==> src/rtl/idx_ext_pkg.sv <==
package idx_ext_pkg;
  localparam int IMM_W   = 8;
  localparam int DATA_W  = 2 * IMM_W;
  localparam int NUM_IDX = 2;
  localparam int SEL_W   = (NUM_IDX > 1) ? $clog2(NUM_IDX) : 1;

  typedef enum logic [2:0] {
    OP_NOP    = 3'd0,
    OP_SETEXT = 3'd1,
    OP_LDLO   = 3'd2,
    OP_ADDI   = 3'd3,
    OP_CMPI   = 3'd4
  } op_e;
endpackage

==> src/rtl/idx_ext_prefix.sv <==
module idx_ext_prefix #(
  parameter int IMM_W = 8
) (
  input  logic             clk,
  input  logic             rst,
  input  logic             op_valid,
  input  logic [2:0]       op_code,
  input  logic [IMM_W-1:0] imm,
  output logic [IMM_W-1:0] ext_q,
  output logic             armed
);
  import idx_ext_pkg::*;

  logic is_set;
  assign is_set = (op_code == OP_SETEXT);

  // one-shot arming: set by the prefix, dropped by any other instruction
  always_ff @(posedge clk) begin
    if (rst) begin
      ext_q <= '0;
      armed <= 1'b0;
    end else if (op_valid) begin
      armed <= is_set;
      if (is_set) ext_q <= imm;
    end
  end
endmodule

==> src/rtl/idx_ext_operand.sv <==
module idx_ext_operand #(
  parameter int IMM_W  = 8,
  parameter int DATA_W = 2 * IMM_W
) (
  input  logic [2:0]        op_code,
  input  logic              armed,
  input  logic [IMM_W-1:0]  ext_q,
  input  logic [IMM_W-1:0]  imm,
  input  logic [DATA_W-1:0] cur,
  output logic [DATA_W-1:0] add_b,
  output logic              add_cin,
  output logic [DATA_W-1:0] ld_val
);
  import idx_ext_pkg::*;

  localparam int HI_W = DATA_W - IMM_W;

  logic [HI_W-1:0] sign_hi;
  logic [HI_W-1:0] hi_byte;
  assign sign_hi = {HI_W{imm[IMM_W-1]}};

  always_comb begin
    hi_byte = '0;
    add_b   = '0;
    add_cin = 1'b0;
    unique case (op_code)
      OP_CMPI: begin
        hi_byte = armed ? HI_W'(ext_q) : '1;
        add_b   = {hi_byte, ~imm};
        add_cin = 1'b1;
      end
      default: begin
        hi_byte = armed ? HI_W'(ext_q) : sign_hi;
        add_b   = {hi_byte, imm};
        add_cin = 1'b0;
      end
    endcase
  end

  assign ld_val = armed ? {HI_W'(ext_q), imm} : {cur[DATA_W-1:IMM_W], imm};
endmodule

==> src/rtl/idx_ext_alu.sv <==
module idx_ext_alu #(
  parameter int DATA_W = 16
) (
  input  logic [DATA_W-1:0] a,
  input  logic [DATA_W-1:0] b,
  input  logic              cin,
  output logic [DATA_W-1:0] sum,
  output logic              cout,
  output logic              zero
);
  logic [DATA_W:0] wide;
  assign wide = {1'b0, a} + {1'b0, b} + {{DATA_W{1'b0}}, cin};
  assign sum  = wide[DATA_W-1:0];
  assign cout = wide[DATA_W];
  assign zero = (sum == '0);
endmodule

==> src/rtl/idx_ext_bank.sv <==
module idx_ext_bank #(
  parameter int DATA_W  = 16,
  parameter int NUM_IDX = 2,
  parameter int SEL_W   = 1
) (
  input  logic                           clk,
  input  logic                           rst,
  input  logic                           wr_en,
  input  logic [SEL_W-1:0]               wr_sel,
  input  logic [DATA_W-1:0]              wr_data,
  input  logic [SEL_W-1:0]               rd_sel,
  output logic [DATA_W-1:0]              rd_data,
  output logic [NUM_IDX-1:0][DATA_W-1:0] regs_q
);
  for (genvar i = 0; i < NUM_IDX; i++) begin : g_reg
    always_ff @(posedge clk) begin
      if (rst) regs_q[i] <= '0;
      else if (wr_en && (wr_sel == SEL_W'(i))) regs_q[i] <= wr_data;
    end
  end

  assign rd_data = regs_q[rd_sel];
endmodule

==> src/rtl/idx_ext_unit.sv <==
module idx_ext_unit
  import idx_ext_pkg::*;
(
  input  logic              clk,
  input  logic              rst,
  input  logic              op_valid,
  input  logic [2:0]        op_code,
  input  logic              reg_sel,
  input  logic [IMM_W-1:0]  imm,
  output logic [DATA_W-1:0] x_out,
  output logic [DATA_W-1:0] y_out,
  output logic              carry_out,
  output logic              zero_out
);
  logic [IMM_W-1:0]               ext_q;
  logic                           armed;
  logic [DATA_W-1:0]              cur, add_b, ld_val, sum;
  logic                           add_cin, cout, zero;
  logic                           wr_en;
  logic [DATA_W-1:0]              wr_data;
  logic [NUM_IDX-1:0][DATA_W-1:0] regs_q;
  logic [SEL_W-1:0]               sel;

  assign sel = SEL_W'(reg_sel);

  idx_ext_prefix #(.IMM_W(IMM_W)) u_prefix (
    .clk(clk), .rst(rst), .op_valid(op_valid), .op_code(op_code),
    .imm(imm), .ext_q(ext_q), .armed(armed)
  );

  idx_ext_operand #(.IMM_W(IMM_W), .DATA_W(DATA_W)) u_operand (
    .op_code(op_code), .armed(armed), .ext_q(ext_q), .imm(imm), .cur(cur),
    .add_b(add_b), .add_cin(add_cin), .ld_val(ld_val)
  );

  idx_ext_alu #(.DATA_W(DATA_W)) u_alu (
    .a(cur), .b(add_b), .cin(add_cin), .sum(sum), .cout(cout), .zero(zero)
  );

  always_comb begin
    wr_en   = 1'b0;
    wr_data = sum;
    if (op_valid) begin
      unique case (op_code)
        OP_LDLO: begin wr_en = 1'b1; wr_data = ld_val; end
        OP_ADDI: begin wr_en = 1'b1; wr_data = sum;    end
        default: wr_en = 1'b0;
      endcase
    end
  end

  idx_ext_bank #(.DATA_W(DATA_W), .NUM_IDX(NUM_IDX), .SEL_W(SEL_W)) u_bank (
    .clk(clk), .rst(rst), .wr_en(wr_en), .wr_sel(sel), .wr_data(wr_data),
    .rd_sel(sel), .rd_data(cur), .regs_q(regs_q)
  );

  always_ff @(posedge clk) begin
    if (rst) begin
      carry_out <= 1'b0;
      zero_out  <= 1'b0;
    end else if (op_valid && (op_code == OP_ADDI || op_code == OP_CMPI)) begin
      carry_out <= cout;
      zero_out  <= zero;
    end
  end

  assign x_out = regs_q[0];
  assign y_out = regs_q[1];
endmodule

==> config.mk <==
export PLATFORM = sky130hd
export DESIGN_NAME = idx_ext_unit
export DESIGN_NICKNAME = d
export VERILOG_FILES = /design/src/rtl/idx_ext_pkg.sv /design/src/rtl/idx_ext_prefix.sv /design/src/rtl/idx_ext_operand.sv /design/src/rtl/idx_ext_alu.sv /design/src/rtl/idx_ext_bank.sv /design/src/rtl/idx_ext_unit.sv
export SDC_FILE = /design/constraint.sdc
export NUM_CORES = 1
export LEC_CHECK = 0
export CAP_MARGIN = 10
export CORE_MARGIN = 2
export CORE_UTILIZATION = 55
export CTS_CLUSTER_SIZE = 16
export DETAILED_ROUTE_END_ITERATION = 10
export DONT_BUFFER_PORTS = 1
export GPL_ROUTABILITY_DRIVEN = 1
export PLACE_DENSITY = 0.8
export SLEW_MARGIN = 10
export SYNTH_ARGS = -nofsm -noshare
export SYNTH_HDL_FRONTEND = slang
export SYNTH_HIERARCHICAL = 1
export SYNTH_SLANG_ARGS = --single-unit
export TNS_END_PERCENT = 20
==> constraint.sdc <==
create_clock -name clk -period 9.7 [get_ports clk]
set_input_delay 2.425 -clock clk [delete_from_list [all_inputs] [get_ports clk]]
set_output_delay 2.425 -clock clk [all_outputs]
set_load 0.1 [all_outputs]
==> results of run 1 <==
## power by group
group	internal [mW]	total, mW	switching (mW)
logic	0.0472	0.0905	0.0433
clock network	0.0768	0.145	0.0679
registers	0.181	0.214	0.0326
total	0.305	0.449	0.144
## through the flow
step,std cells,hold slack (ns),instance area [um^2]
floorplan,363,0.4585,3490
global placement,413,0.4797,3362
detailed placement,413,0.4870,3362
CTS,421,0.5024,3475
global route,421,0.5186,3475
finish,421,0.5072,3475
## how the worst max path moves through the flow
| stage | cells after the start | to | slack [ns] |
|---|---|---|---|
| after CTS | 16 | zero_out$_SDFFE_PP0P_ | 3.23 |
| after global routing | 16 | zero_out$_SDFFE_PP0P_ | 2.93 |
| after floorplan | 17 | zero_out$_SDFFE_PP0P_ | 3.54 |
| after global placement | 16 | zero_out$_SDFFE_PP0P_ | 3.07 |
| after detailed placement | 16 | zero_out$_SDFFE_PP0P_ | 2.95 |
| final | 16 | zero_out$_SDFFE_PP0P_ | 3.23 |
## placed cells by master (no fill, tap or decap), types with 2 or more instances in the layout
cell type,count
or4_1,2
nand3_1,2
o21ai_0,9
mux2_2,30
nor2_1,11
nor2b_1,9
o21bai_1,2
nand2_1,5
mux2i_1,42
o211ai_1,2
a21o_1,3
inv_1,10
fa_1,2
xnor2_1,15
mux2_4,10
a211oi_1,4
dfxtp_1,43
and2_1,3
clkbuf_8,5
nor2b_4,2
ha_1,15
nand2b_1,71
a21oi_1,18
o21a_1,3
## critical path, cell delays in order
cell,delay [ns]
or3b_1,0.69
xnor2_1,0.24
inv_1,0.10
fa_1,0.18
inv_1,0.05
fa_1,0.41
a21o_1,0.22
a211oi_2,0.21
nor2_1,0.07
or4_4,0.49
a2111oi_2,0.33
or4b_1,0.46
or4_1,0.45
nor4_2,0.19
nand2b_1,0.08
mux2i_1,0.12
## flip-flops by register name, summed over array words and instances (netlist names)
| signal | cells |
|---|---|
| u_prefix/ext_q | 8 |
| carry_out | 1 |
| u_prefix/armed | 1 |
| u_bank/regs_q | 32 |
| zero_out | 1 |
## area by class of cell
| cell class | count | area [um^2] | area share [%] |
|---|---|---|---|
| sequential | 43 | 860.8 | 24.77 |
| clock buffer | 5 | 68.82 | 1.981 |
| tap | 77 | 96.34 | 2.773 |
| inverter | 10 | 37.54 | 1.080 |
| clock inverter | 3 | 43.79 | 1.260 |
| multi-input combinational | 283 | 2367 | 68.13 |
## layer usage
| layer | GRT usage, % | vias up | wire (um) |
|---|---|---|---|
| li1 | - | 1213 | - |
| met2 | 36.29 | 78 | 3506 |
| met4 | 5.425 | 0 | 72 |
| met5 | 0 | - | 0 |
| met3 | 5.836 | 8 | 610 |
| met1 | 30.92 | 1164 | 3409 |
## kinds of logic (layout without fill, tap and decap cells)
kind of cell,after synthesis,count (layout),share of synthesized area [%]
adder cells (fa/ha/maj),17,17,6.526
AO/OA/AOI/OAI,49,49,9.178
AND/OR/NAND/NOR,118,118,21.62
buffers and inverters,37,18,7.494
multiplexers,82,82,26.03
XOR/XNOR,17,17,4.482
flip-flops,43,43,24.67
==> results.yml, run 1 <==
clock_network:
  cts_resized: 0
  cts_setup_buffers: 0
  cts_sinks: 43
  clk_pin_slew_ns: 0.09
  htreeDepth: 2
  clk_path_buf_depth: 2
  clock_latency_ns: 0.30
  cts_tree: "done"
  cts_root_buf: "clkbuf_8"
  cts_buffers: 5
  cts_hold_buf: 0
routing:
  drt_iter0_markers: 206
  wl_per_cell_um: 18.05
  ant_nets: 0
  drc: 0
  via_count: 2463
  totalWireLength_um: 7599
  vias_per_cell: 5.850
  dr.pass1.iters: 4
pwr:
  fin_total_pwr_mw: 0.4488
  leakage_nw: 1.458
  ir_drop_v: 0.00008369
  power.density_nw_per_um2: 129.2
timing:
  slew_headroom_pct: 31.10
  tightest_slew_ns: 1.032
  fin_crit_ns: 6.473
  fin_worst_skew_ns: 0.009234
  rsz0062_at_grt: "false"
  maxClockFrequency_mhz: 154.5
  finalHoldViolCount: 0
  fin_tns_setup_ns: 0
  setup_viol: 0
  min_period_over_period_pct: 66.73
  slew_viol_final: 0
  fin_ws_ns: 3.227
logic_synthesis:
  syn_avg_cell_area_um2: 9.613
  ys_ff_latch: 43
  ys_types: 52
  synth_top_cells_by_area: "dfxtp_1, nand2b_1, mux2i_1, mux2_2, ha_1"
  syn_nets: 395
  synth.most_common_cell: "nand2b_1"
  synth_edf_count: 0
  synth_top_cell_by_area: "dfxtp_1"
  synthTopCellsByCount: "nand2b_1, dfxtp_1, mux2i_1"
  synth_area_um2: 3490
  synthFlopType: "dfxtp_1"
  syn_inst: 363
  ys_seq_area_share_pct: 24.67
  yosys.area.top_type_share_pct: 24.67
  ys_warn_count: 6
  async_flop_share_pct: 0
global_route:
  gr-total-overflow: 0
  grt_pass1_vias: 2482
  grt_util_all_layers_pct: 22.75
  grt_max_degree: 70
  antenna_found_initial: 0
  grt_pass1_wl_um: 12970
hold_path:
  min_path_cells: 2
  worstHoldStart: "u_prefix/ext_q[7]$_SDFFE_PP0P_"
  hp-class: "flop to flop"
  hold_end: "u_prefix/ext_q[7]$_SDFFE_PP0P_"
floorplanning:
  initial_utilization_pct: 55.91
  die_y_um: 83.66
  die_w_um: 83.66
  rows: 29
  pin_count: 49
  die-area_um2: 6998
  design.core.area_um2: 6241
finish:
  antenna_cells: 0
  fillers: 551
  drive_gt1_share_pct: 17.44
  area_delta_synth_final_pct: -0.4303
  utilization_pct: 55.67
  final_nets: 375
critical_path:
  cp-start-kind: "primary input"
  r2r_end: "zero_out$_SDFFE_PP0P_"
  cp-end-kind: "flop"
  path_max_fanout: 17
  crit_start: "op_code[1]"
  cp_data_required_time_ns: 9.94
  path_class: "primary input to flop"
  r2r_slack_ns: 4.99
  critical_path_arrival_ns: 6.72
  reg2reg_from: "u_bank/regs_q[0]$_SDFFE_PP0P_"
  reg2regPathDepth: 15
status:
  outcome: "complete, no violations"
place:
  dpl.hpwl_um: 5744
  post-place-ws_ns: 2.952
  io_buffer_count: 0
  gp_congestion: 0.9778
run:
  cap_violations: 0
No activity file was read; power rests on OpenSTA's default activity.
==> inputs of run 2 (changes only) <==
==> constraint.sdc (replaced) <==
create_clock -name clk -period 6.1 [get_ports clk]
set_input_delay 1.525 -clock clk [delete_from_list [all_inputs] [get_ports clk]]
set_output_delay 1.525 -clock clk [all_outputs]
set_load 0.1 [all_outputs]
==> results.yml, run 2 (synthesized netlist as in run 1, its figures left out) <==
critical_path:
  cp_top_family: "simple AND/OR/NAND/NOR gates"
  path_buf_inv: 4
  cp-end-kind: "flop"
  cp_data_required_time_ns: 6.33
  cp_common_cell: "inv_1"
  path_max_fanout: 16
  path_class: "primary input to flop"
  slowest_delay_ns: 0.48
  critical_path.slowest_cell: "or4_4"
  critical_path_arrival_ns: 5.37
  crit_chain: "or3b_1 > buf_4 > inv_1 > inv_1 > fa_1 > inv_1 > fa_1 > a211oi_1 > nor2_1 > nor2_1 > or4_4 > a2111oi_2 > or4b_1 > or4_1 > nor4_2 > nand2b_1 > mux2i_1"
  cp-start-kind: "primary input"
floorplanning:
  die-area_um2: 6998
  design.core.area_um2: 6241
  die_w_um: 83.66
  initial_utilization_pct: 55.91
  rows: 29
  die_y_um: 83.66
  pin_count: 49
pwr:
  internal_power_mw: 0.4837
  leakage_nw: 1.466
  switchingPower_mw: 0.2202
  fin_total_pwr_mw: 0.7039
  ir_drop_v: 0.0001378
  clkPwrFrac_pct: 30.9
  switching_share_pct: 31.29
  combPwrFrac_pct: 21.3
  pwr-share-seq_pct: 47.8
  power.density_nw_per_um2: 201.9
run:
  cap_violations: 0
finish:
  largest_register_ffs: 32
  mostFrequentLayoutCell: "nand2b_1"
  multi_input_area_um2: 2367
  ff_latch_area_um2: 860.8
  fin_cells: 423
  largestRegisters: "u_bank/regs_q x32, u_prefix/ext_q x8"
  drive_gt1_share_pct: 17.63
  most-common-layout-cells: "nand2b_1, dfxtp_1, mux2i_1"
  final_nets: 378
  area_delta_synth_final_pct: -0.07184
  utilization_pct: 55.87
  regMostFlops: "u_bank/regs_q"
  antenna_cells: 0
  fillers: 552
routing:
  totalWireLength_um: 7753
  vias_per_cell: 5.934
  ant_nets: 0
  via_count: 2510
  dr.pass1.iters: 4
  drc: 0
  drt_iter0_markers: 168
  wl_per_cell_um: 18.33
clock_network:
  cts_hold_buf: 0
  cts_root_buf: "clkbuf_8"
  clk_pin_slew_ns: 0.08
  cts_buffers: 5
  cts_resized: 0
  cts_setup_buffers: 0
  htreeDepth: 2
  clk_path_buf_depth: 2
  cts_sinks: 43
  clock_latency_ns: 0.30
  cts_tree: "done"
global_route:
  grt_pass1_vias: 2455
  grt_pass1_wl_um: 12540
  antenna_found_initial: 0
  gr-total-overflow: 0
  grt_util_all_layers_pct: 22.27
  grt_max_degree: 70
timing:
  fin_worst_skew_ns: 0.008030
  fin_tns_setup_ns: 0
  fin_crit_ns: 5.137
  finalHoldViolCount: 0
  fin_ws_ns: 0.9630
  maxClockFrequency_mhz: 194.7
  tightest_slew_ns: 1.043
  rsz0062_at_grt: "false"
  slew_headroom_pct: 30.37
  slew_viol_final: 0
  setup_viol: 0
  min_period_over_period_pct: 84.21
status:
  outcome: "complete, no violations"
place:
  gp_congestion: 0.9485
  dp.cells: 416
  dpl.hpwl_um: 5904
  post-place-ws_ns: 0.6825
  io_buffer_count: 0
hold_path:
  hp-class: "flop to flop"
==> run 2: changes by cell type in the layout (fill, tap and decap cells not counted) <==
cell      before  now
clkinv_4       1    0
clkinv_2       1    0
buf_4          0    3
clkbuf_1       0    1
==> run 2: power groups by stage <==
| stage | sequential [mW] | clock [mW] | combinational (mW) |
|---|---|---|---|
| 2_1_floorplan | 0.343 | 0 | 0.134 |
| 3_5_place_dp | 0.343 | 0 | 0.147 |
| 6_report | 0.337 | 0.218 | 0.150 |
| 3_3_place_gp | 0.343 | 0 | 0.144 |
| 4_1_cts | 0.337 | 0.222 | 0.148 |
| 5_1_grt | 0.338 | 0.233 | 0.162 |
==> run 2: stage by stage <==
stage,cell area [um^2],hold slack [ns]
after floorplan,3490,0.4585
after global placement,3385,0.4821
after detailed placement,3385,0.5005
after CTS,3487,0.5175
after global routing,3487,0.5432
final,3487,0.5135
==> run 2: worst paths after layout <==
kind | start | endpoint | slack [ns] | cells after the start
setup / recovery | op_code[1] | zero_out$_SDFFE_PP0P_ | 0.96 | 17
hold / removal | u_prefix/ext_q[4]$_SDFFE_PP0P_ | u_prefix/ext_q[4]$_SDFFE_PP0P_ | 0.51 | 2
setup reg to reg | u_bank/regs_q[17]$_SDFFE_PP0P_ | zero_out$_SDFFE_PP0P_ | 1.88 | 12
hold reg to reg | u_prefix/ext_q[4]$_SDFFE_PP0P_ | u_prefix/ext_q[4]$_SDFFE_PP0P_ | 0.51 | 2
==> run 2: metal layers <==
layer  track usage (%)  vias to the layer above  wire, um
met1             30.70                     1206      3606
met5                 0                        -         0
met4             6.305                        0       149
met2             34.76                       73      3438
li1                  -                     1216         -
met3             5.341                       15       559
==> run 2: area by class of cell <==
cell class,instances,area share (%)
Clock buffer,6,2.081
Clock inverter,1,0.8611
Tap cell,77,2.763
Timing Repair Buffer,3,0.6459
Sequential cell,43,24.69
Multi-Input combinational cell,283,67.89
Inverter,10,1.076
==> run 2: worst min-delay path: stages, from the launching register on <==
cell and delay (ns):
dfxtp_1 0.34, nand2b_1 0.07, mux2i_1 0.06
